==> src/rtl/wiper_pkg.sv <==
package wiper_pkg;
  typedef enum logic [2:0] {
    OP_NOP   = 3'd0,
    OP_WRITE = 3'd1,
    OP_INC   = 3'd2,
    OP_DEC   = 3'd3,
    OP_SHL   = 3'd4,
    OP_SHR   = 3'd5,
    OP_RSV6  = 3'd6,
    OP_RSV7  = 3'd7
  } wiper_op_e;
endpackage

==> src/rtl/wiper_cmd_decode.sv <==
module wiper_cmd_decode
  import wiper_pkg::*;
#(
  parameter int NUM_CH = 4,
  localparam int ADDR_W = (NUM_CH > 1) ? $clog2(NUM_CH) : 1
) (
  input  logic              cmd_valid_i,
  input  wiper_op_e         cmd_op_i,
  input  logic              cmd_all_i,
  input  logic [ADDR_W-1:0] cmd_addr_i,
  input  logic              wp_ni,
  input  logic              nv_load_i,
  output logic [NUM_CH-1:0] ch_en_o
);
  logic live;
  logic bcast;

  always_comb begin
    unique case (cmd_op_i)
      OP_WRITE, OP_INC, OP_DEC, OP_SHL, OP_SHR: live = cmd_valid_i & wp_ni & ~nv_load_i;
      default:                                  live = 1'b0;
    endcase
    // broadcast never widens a direct write
    bcast = cmd_all_i & (cmd_op_i != OP_WRITE);
  end

  for (genvar k = 0; k < NUM_CH; k++) begin : g_en
    assign ch_en_o[k] = live & (bcast | (cmd_addr_i == ADDR_W'(k)));
  end

  always_comb begin
    if (!bcast) p_single_target_r3: assert ($onehot0(ch_en_o));
    if (!wp_ni) p_wp_gate_r8: assert (ch_en_o == '0);
  end
endmodule

==> src/rtl/wiper_step_alu.sv <==
module wiper_step_alu
  import wiper_pkg::*;
#(
  parameter int CODE_W = 6,
  parameter int DATA_W = 8
) (
  input  wiper_op_e         op_i,
  input  logic [CODE_W-1:0] cur_i,
  input  logic [DATA_W-1:0] data_i,
  output logic [CODE_W-1:0] nxt_o
);
  localparam logic [CODE_W-1:0] MAX = '1;
  localparam logic [CODE_W-1:0] ONE = CODE_W'(1);

  logic unused_hi;
  assign unused_hi = ^data_i;

  always_comb begin
    unique case (op_i)
      OP_WRITE: nxt_o = data_i[CODE_W-1:0];
      OP_INC:   nxt_o = (cur_i == MAX) ? MAX : cur_i + ONE;
      OP_DEC:   nxt_o = (cur_i == '0) ? '0 : cur_i - ONE;
      OP_SHL: begin
        if (cur_i == '0)           nxt_o = ONE;
        else if (cur_i[CODE_W-1])  nxt_o = MAX;
        else                       nxt_o = {cur_i[CODE_W-2:0], 1'b0};
      end
      OP_SHR:   nxt_o = {1'b0, cur_i[CODE_W-1:1]};
      default:  nxt_o = cur_i;
    endcase
  end

  always_comb begin
    if (op_i == OP_SHL) p_shl_grows_r6: assert (nxt_o > cur_i || cur_i == MAX);
  end
endmodule

==> src/rtl/wiper_adjust_unit.sv <==
module wiper_adjust_unit
  import wiper_pkg::*;
#(
  parameter int NUM_CH = 4,
  parameter int CODE_W = 6,
  parameter int DATA_W = 8,
  localparam int ADDR_W = (NUM_CH > 1) ? $clog2(NUM_CH) : 1,
  localparam int VEC_W  = NUM_CH * CODE_W
) (
  input  logic              clk_i,
  input  logic              rst_ni,
  input  logic              cmd_valid_i,
  input  logic [2:0]        cmd_op_i,
  input  logic              cmd_all_i,
  input  logic [ADDR_W-1:0] cmd_addr_i,
  input  logic [DATA_W-1:0] cmd_data_i,
  input  logic              wp_ni,
  input  logic              nv_load_i,
  input  logic [VEC_W-1:0]  nv_codes_i,
  input  logic [ADDR_W-1:0] rd_addr_i,
  output logic [CODE_W-1:0] rd_code_o,
  output logic [VEC_W-1:0]  wipers_o
);
  localparam logic [CODE_W-1:0] MID = CODE_W'(1) << (CODE_W - 1);
  localparam logic [CODE_W-1:0] MAX = '1;

  wiper_op_e         op;
  logic [NUM_CH-1:0] ch_en;
  logic [CODE_W-1:0] code_q [NUM_CH];
  logic [CODE_W-1:0] code_d [NUM_CH];

  assign op = wiper_op_e'(cmd_op_i);

  wiper_cmd_decode #(.NUM_CH(NUM_CH)) i_decode (
    .cmd_valid_i (cmd_valid_i),
    .cmd_op_i    (op),
    .cmd_all_i   (cmd_all_i),
    .cmd_addr_i  (cmd_addr_i),
    .wp_ni       (wp_ni),
    .nv_load_i   (nv_load_i),
    .ch_en_o     (ch_en)
  );

  for (genvar k = 0; k < NUM_CH; k++) begin : g_ch
    wiper_step_alu #(.CODE_W(CODE_W), .DATA_W(DATA_W)) i_alu (
      .op_i   (op),
      .cur_i  (code_q[k]),
      .data_i (cmd_data_i),
      .nxt_o  (code_d[k])
    );

    always_ff @(posedge clk_i or negedge rst_ni) begin
      if (!rst_ni)        code_q[k] <= MID;
      else if (nv_load_i) code_q[k] <= nv_codes_i[k*CODE_W +: CODE_W];
      else if (ch_en[k])  code_q[k] <= code_d[k];
    end

    assign wipers_o[k*CODE_W +: CODE_W] = code_q[k];

    p_idle_hold_r3: assert property (@(posedge clk_i) disable iff (!rst_ni)
      (!nv_load_i && !ch_en[k]) |=> $stable(code_q[k]));
    p_wp_hold_r8: assert property (@(posedge clk_i) disable iff (!rst_ni)
      (!wp_ni && !nv_load_i) |=> $stable(code_q[k]));
    p_nv_prio_r10: assert property (@(posedge clk_i) disable iff (!rst_ni)
      nv_load_i |=> code_q[k] == $past(nv_codes_i[k*CODE_W +: CODE_W]));
    p_inc_sat_r4: assert property (@(posedge clk_i) disable iff (!rst_ni)
      (ch_en[k] && op == OP_INC) |=>
      code_q[k] == (($past(code_q[k]) == MAX) ? MAX : $past(code_q[k]) + CODE_W'(1)));
    p_dec_floor_r4: assert property (@(posedge clk_i) disable iff (!rst_ni)
      (ch_en[k] && op == OP_DEC) |=>
      code_q[k] == (($past(code_q[k]) == '0) ? '0 : $past(code_q[k]) - CODE_W'(1)));
    p_shr_half_r7: assert property (@(posedge clk_i) disable iff (!rst_ni)
      (ch_en[k] && op == OP_SHR) |=> code_q[k] == ($past(code_q[k]) >> 1));
  end

  assign rd_code_o = code_q[rd_addr_i];
endmodule

==> config.mk <==
export PLATFORM = sky130hd
export DESIGN_NAME = wiper_adjust_unit
export DESIGN_NICKNAME = d
export VERILOG_FILES = /design/src/rtl/wiper_pkg.sv /design/src/rtl/wiper_cmd_decode.sv /design/src/rtl/wiper_step_alu.sv /design/src/rtl/wiper_adjust_unit.sv
export SDC_FILE = /design/constraint.sdc
export NUM_CORES = 1
export LEC_CHECK = 0
export BUFFER_PORTS_ARGS = -buffer_cell sky130_fd_sc_hd__buf_2
export CELL_PAD_IN_SITES_DETAIL_PLACEMENT = 0
export CELL_PAD_IN_SITES_GLOBAL_PLACEMENT = 1
export CORE_MARGIN = 2
export CORE_UTILIZATION = 25
export DETAILED_ROUTE_END_ITERATION = 8
export GPL_ROUTABILITY_DRIVEN = 0
export HOLD_SLACK_MARGIN = 0.12
export PLACE_DENSITY_LB_ADDON = 0.1
export SYNTH_ARGS = -nofsm -noshare
export SYNTH_HDL_FRONTEND = slang
export SYNTH_SLANG_ARGS = --single-unit
export TNS_END_PERCENT = 50
==> constraint.sdc <==
create_clock -name clk_i -period 3.8 [get_ports clk_i]
set_clock_uncertainty 0.05 [all_clocks]
set_input_delay 0.38 -clock clk_i [delete_from_list [all_inputs] [get_ports clk_i]]
set_output_delay 0.38 -clock clk_i [all_outputs]
set_load 0.02 [all_outputs]
* After elaboration in Yosys (flattened, before gate mapping) *
Cells that the tools add are included.

storage, ports and cells
  register bits after elaboration = 24
  input port bits = 45
  output and inout port bits = 30

operators by class
  add/sub/neg operators = 8
  order comparisons = 1
  equality and inequality tests = 13
  multiplexer cells = 32
  bitwise gates (word level) = 13
  reductions and logical operators = 15

operator list
  cell                 number
  $mux 6               26
  $pmux 6 s5           4
  $add 6x1->6 const B  4
  $eq 6x6->1 const B   4
  $logic_not 6->1      4
  $sub 6x1->6 const B  4
  $bmux 6 s2           1
  $reduce_and 2->1     4
  $reduce_bool 2->1    4
  $and 1x1->1          7
  $eq 3x2->1 const B   2
  $eq 3x3->1 const B   2
  $reduce_bool 6->1    1
  $reduce_or 5->1      1
  $eq 2x2->1 const B   2
  $or 1x1->1           4
  $eq 3x1->1 const B   1
  $ge 3x3->1 const B   1
  $ne 3x1->1 const B   1
  $not 2->3            1
  $eq 2x1->1 const B   1
  $logic_not 2->1      1
  $mux 1               1
  $not 1->1            1

* Logic depth before layout (Yosys ltp) *
  depth after elaboration = 6
  mapped depth = 8

* Cells and area by module *
A second synthesis with hierarchy kept.

unflattened totals
  cells, all modules = 501
  area, all modules = 3717.3 sq um

by module, submodules not included
  module             instances  cells an instance  area an instance (sq um)  sequential area each (sq um)
  wiper_step_alu     4          94                 599.3                     0.0
  wiper_adjust_unit  1          112                1244.9                    605.6
  wiper_cmd_decode   1          13                 75.1                      0.0

* Worst setup path after synthesis *
Ideal clock, no wire load.

  path kind = reg2reg
  start point = register code_q, in the netlist wipers_o[18]
  end point = register code_q, in the netlist wipers_o[21]
  library setup time = 0.135 ns
  arrival = 2.041 ns
  data required time = 3.615 ns
  path slack = 1.574 ns
  cell stages (with the launch flop) = 9
  path through = dfrtp_1 clkbuf_1 inv_1 ha_1 nor3b_1 nand2_1 o21a_1 a2111oi_0 o31ai_1

on the way
  cells in the longest elaborated chain, start to end = 5
  elaborated cells on any way between the ends = 10
  classes of those cells = add/sub (2); eq/ne (1); mux (6); reduce/logical (1)

RTL lines
  element                                    line                                                              RTL
  from (decl)                                wiper_adjust_unit.sv:29                                           logic [CODE_W-1:0] code_q [NUM_CH];
  from (signal, indexed assignment)          wiper_adjust_unit.sv:54                                           else if (nv_load_i) code_q[k] <= nv_codes_i[k*CODE_W +: CODE_W];
  from (signal, indexed assignment)          wiper_adjust_unit.sv:55                                           else if (ch_en[k]) code_q[k] <= code_d[k];
  $sub 6x1->6, or another cell as far along  wiper_step_alu.sv:22                                              OP_DEC: nxt_o = (cur_i == '0) ? '0 : cur_i - ONE;
  $mux 6, on equally long branches           wiper_step_alu.sv:22, wiper_step_alu.sv:21, wiper_step_alu.sv:24
  $pmux 6 s5 (*)                             wiper_step_alu.sv:19                                              unique case (op_i)
  $mux 6 (*)                                 wiper_adjust_unit.sv:55
  $mux 6 (*)                                 wiper_adjust_unit.sv:54

Every way passes the cells marked *; elsewhere a longest branch is shown, timed or not. The select of a mux whose other input is x is not followed.
A chain may end at the register's enable or synchronous reset.

* Worst setup path in the final report *
  start point = register code_q, in the netlist wipers_o[0]
  end point = register code_q, in the netlist wipers_o[3]

The elaborated chain is that of the path after synthesis.

==> reports/qor.yml <==
status:
  status: "complete, no violations"
power:
  power_density_nw_per_um2: 321
  max-vdd-ir-drop_mv: 0.153
  p_leak_nw: 1.47
  power.total_mw: 1.17
yosys:
  synth_top_family_by_area: "compound AO/OA/AOI/OAI gates"
  synth-edff-count: 0
  synthMuxAreaShare: 0.0564
  synth-seq-area-share: 0.194
  syn-instance-count: 421
  avgSynthCellArea_um2: 7.43
  synth_ff_type: "dfrtp_1"
  synth_seq_cells: 24
  syn_area_um2: 3130
  synthSimpleGateAreaFrac: 0.218
  yosys_warnings: 0
  synth_cell_types: 72
  syn_nets: 474
  async_reset_ff_frac: 1.00
  synth_adder_area_share: 0.0320
  synth-compound-area-share: 0.387
  synth-xor-area-share: 0.0224
global_routing:
  grt_util_met1: 0.281
  use_met3: 0.0277
  overflow: 0
  first_global_vias: 3199
  grt_max_degree: 29
  use_met2: 0.303
  grt_pass1_wl_mm: 19.7
  track_usage: 0.191
  busiest_layer: "met2"
  antenna_found_initial: 0
floorplanning:
  dieArea_um2: 13400
  die_h_um: 116
  initial_utilization: 0.258
  die_w_um: 116
  rows: 40
  core_um2: 12100
  io-pin-count: 75
clock_network:
  cts_tree: "yes"
  cts_resized: 0
  cts.clk_slew.worst_paths_ns: 0.07
  root_buffer: "clkbuf_16"
  cts_sinks: 24
  numCtsBuffers: 3
  clock_path_buffers: 2
  h-tree-depth: 1
  insertion_delay_ns: 0.27
hold_path:
  min_path_type: "input port to flop"
flow_run:
  cap_violations: 0
timing:
  fmax_mhz: 378
  fin_tns_setup_ns: 0
  maxSlewHeadroom: 0.416
  finalSetupViolations: 0
  maxSlewViolCount: 0
  period_share: 0.697
  finalHoldViolCount: 0
  worst_pin_slew_ns: 0.875
  rsz0062_at_grt: "false"
  finalCriticalPeriod_ns: 2.65
detailed_routing:
  wl_mm: 12.5
  dr.pass1.iters: 5
  initialDrtViolationCount: 266
  wl_per_cell_um: 19.8
  via_per_inst: 5.54
  drc: 0
  vias: 3477
  ant_nets: 0
cells_and_area:
  diodes: 0
  final_layout_size_suffix_gt1_frac: 0.222
  largest_reg_flops: 24
  num-fill-cells: 1387
  synthToLayoutAreaGrowth_pct: 16.2
  seq_area_um2: 606
  multi_input_area_um2: 2240
  layout.cells.non_filler: 628
  final_area_um2: 3640
  fin_nets: 515
placement:
  dp_hpwl_mm: 8.86
  port_buffers: 72
  place_area_um2: 3550
  placed_cells: 624
worst_setup_path:
  required_ns: 3.89
  worst_setup_path_end_kind: "flop"
  critical_path_class: "flop to flop"
  arrival_ns: 2.74
  critPathLaunchType: "flop"
  r2r_slack_ns: 1.15
  crit_fanout: 9
==> per-stage QoR <==
step | worst slack, ns | hold WS (ns) | utilization
4_1_cts | 1.17 | 0.255 | 0.300
6_report | 1.15 | 0.261 | 0.300
2_1_floorplan | 1.57 | 0.0344 | -
3_5_place_dp | 1.18 | 0.398 | 0.293
5_1_grt | 0.805 | 0.264 | 0.300
3_3_place_gp | 1.20 | 0.393 | 0.293
==> path summary, 6_finish.rpt <==
path	start	endpoint	cells after the start
worst min-delay path	nv_codes_i[11]	wipers_o[11]	3
worst max register to register	wipers_o[0]	wipers_o[3]	7
worst min register to register	wipers_o[5]	wipers_o[5]	2
min in group asynchronous	rst_ni	wipers_o[0]	2
max in group asynchronous	rst_ni	wipers_o[6]	2
worst max-delay path	wipers_o[0]	wipers_o[3]	7
==> per-layer routing <==
layer	part of all wire	wire length (um)
met1	0.48	6020
met2	0.45	5620
met3	0.051	637
met4	0.014	178
met5	0	0
==> power breakdown <==
| part | switching, mW | internal [mW] |
|---|---|---|
| Sequential | 0.139 | 0.292 |
| Combinational | 0.280 | 0.209 |
| Clock | 0.109 | 0.140 |
==> Yosys cell counts, types with 3 or more instances <==
library cell | n | area [um2]
nand3_1 | 16 | 80.1
clkbuf_1 | 22 | 82.6
o211ai_1 | 5 | 37.5
nor4_1 | 3 | 18.8
buf_1 | 5 | 18.8
xnor2_1 | 6 | 52.6
o22ai_1 | 14 | 87.6
a21oi_1 | 29 | 145
o21ai_1 | 3 | 15.0
o31ai_1 | 9 | 67.6
buf_2 | 13 | 65.1
nand2b_1 | 3 | 18.8
a22o_1 | 21 | 184
inv_1 | 22 | 82.6
nand3b_1 | 3 | 22.5
dfrtp_1 | 20 | 500
nand2_1 | 29 | 109
mux2i_1 | 3 | 30.0
nor3b_1 | 8 | 60.1
a211oi_1 | 5 | 37.5
nor2_1 | 37 | 139
a221oi_1 | 8 | 70.1
or3_1 | 3 | 18.8
and3_1 | 3 | 18.8
nor3_1 | 4 | 20.0
ha_1 | 8 | 100
or4_1 | 6 | 45.0
a2111oi_0 | 3 | 26.3
o21ai_0 | 31 | 155
a31oi_1 | 8 | 50.1
o21a_1 | 5 | 37.5
mux4_2 | 6 | 135
dfstp_2 | 4 | 105
a21o_1 | 8 | 60.1
==> worst max-delay path: stages, from the launching register on <==
cell	delay, ns
dfrtp_1	0.49
inv_1	0.16
ha_1	0.23
nor3b_1	0.49
nand2_1	0.23
o21a_1	0.16
a2111oi_0	0.57
o31ai_1	0.14
==> cells by family (layout without fill, tap and decap cells) <==
| kind of cell | after synthesis | after routing |
|---|---|---|
| AO/OA/AOI/OAI | 174 | 174 |
| XOR/XNOR | 8 | 8 |
| adder cells (fa/ha/maj) | 8 | 8 |
| buffers and inverters | 67 | 106 |
| flip-flops | 24 | 24 |
| multiplexers | 10 | 10 |
| AND/OR/NAND/NOR | 130 | 130 |
==> placed cells by master, fill, tap and decap left out, types with 8 or more instances in the layout <==
master    instances
a22o_1           21
dfrtp_1          20
a221oi_1          8
o22ai_1          14
ha_1              8
buf_2            72
o21ai_0          31
a21oi_1          29
nand3_1          16
a31oi_1           8
o31ai_1           9
nand2_1          29
nor3b_1           8
nor2_1           37
inv_1            22
a21o_1            8
==> timing repair <==
item                                   in CTS  in global routing
setup endpoints to repair                   0                  0
hold buffers                                1                  0
setup buffers                               0                  0
endpoints found under the hold margin      20                  0
==> final cells by class <==
type / instances / share of cell area
Multi-Input combinational cell: 330 / 0.616
Sequential cell: 24 / 0.166
Timing Repair Buffer: 79 / 0.114
Tap cell: 168 / 0.0578
Inverter: 24 / 0.0248
Clock buffer: 3 / 0.0206
Power figures use the tool's default switching activity.
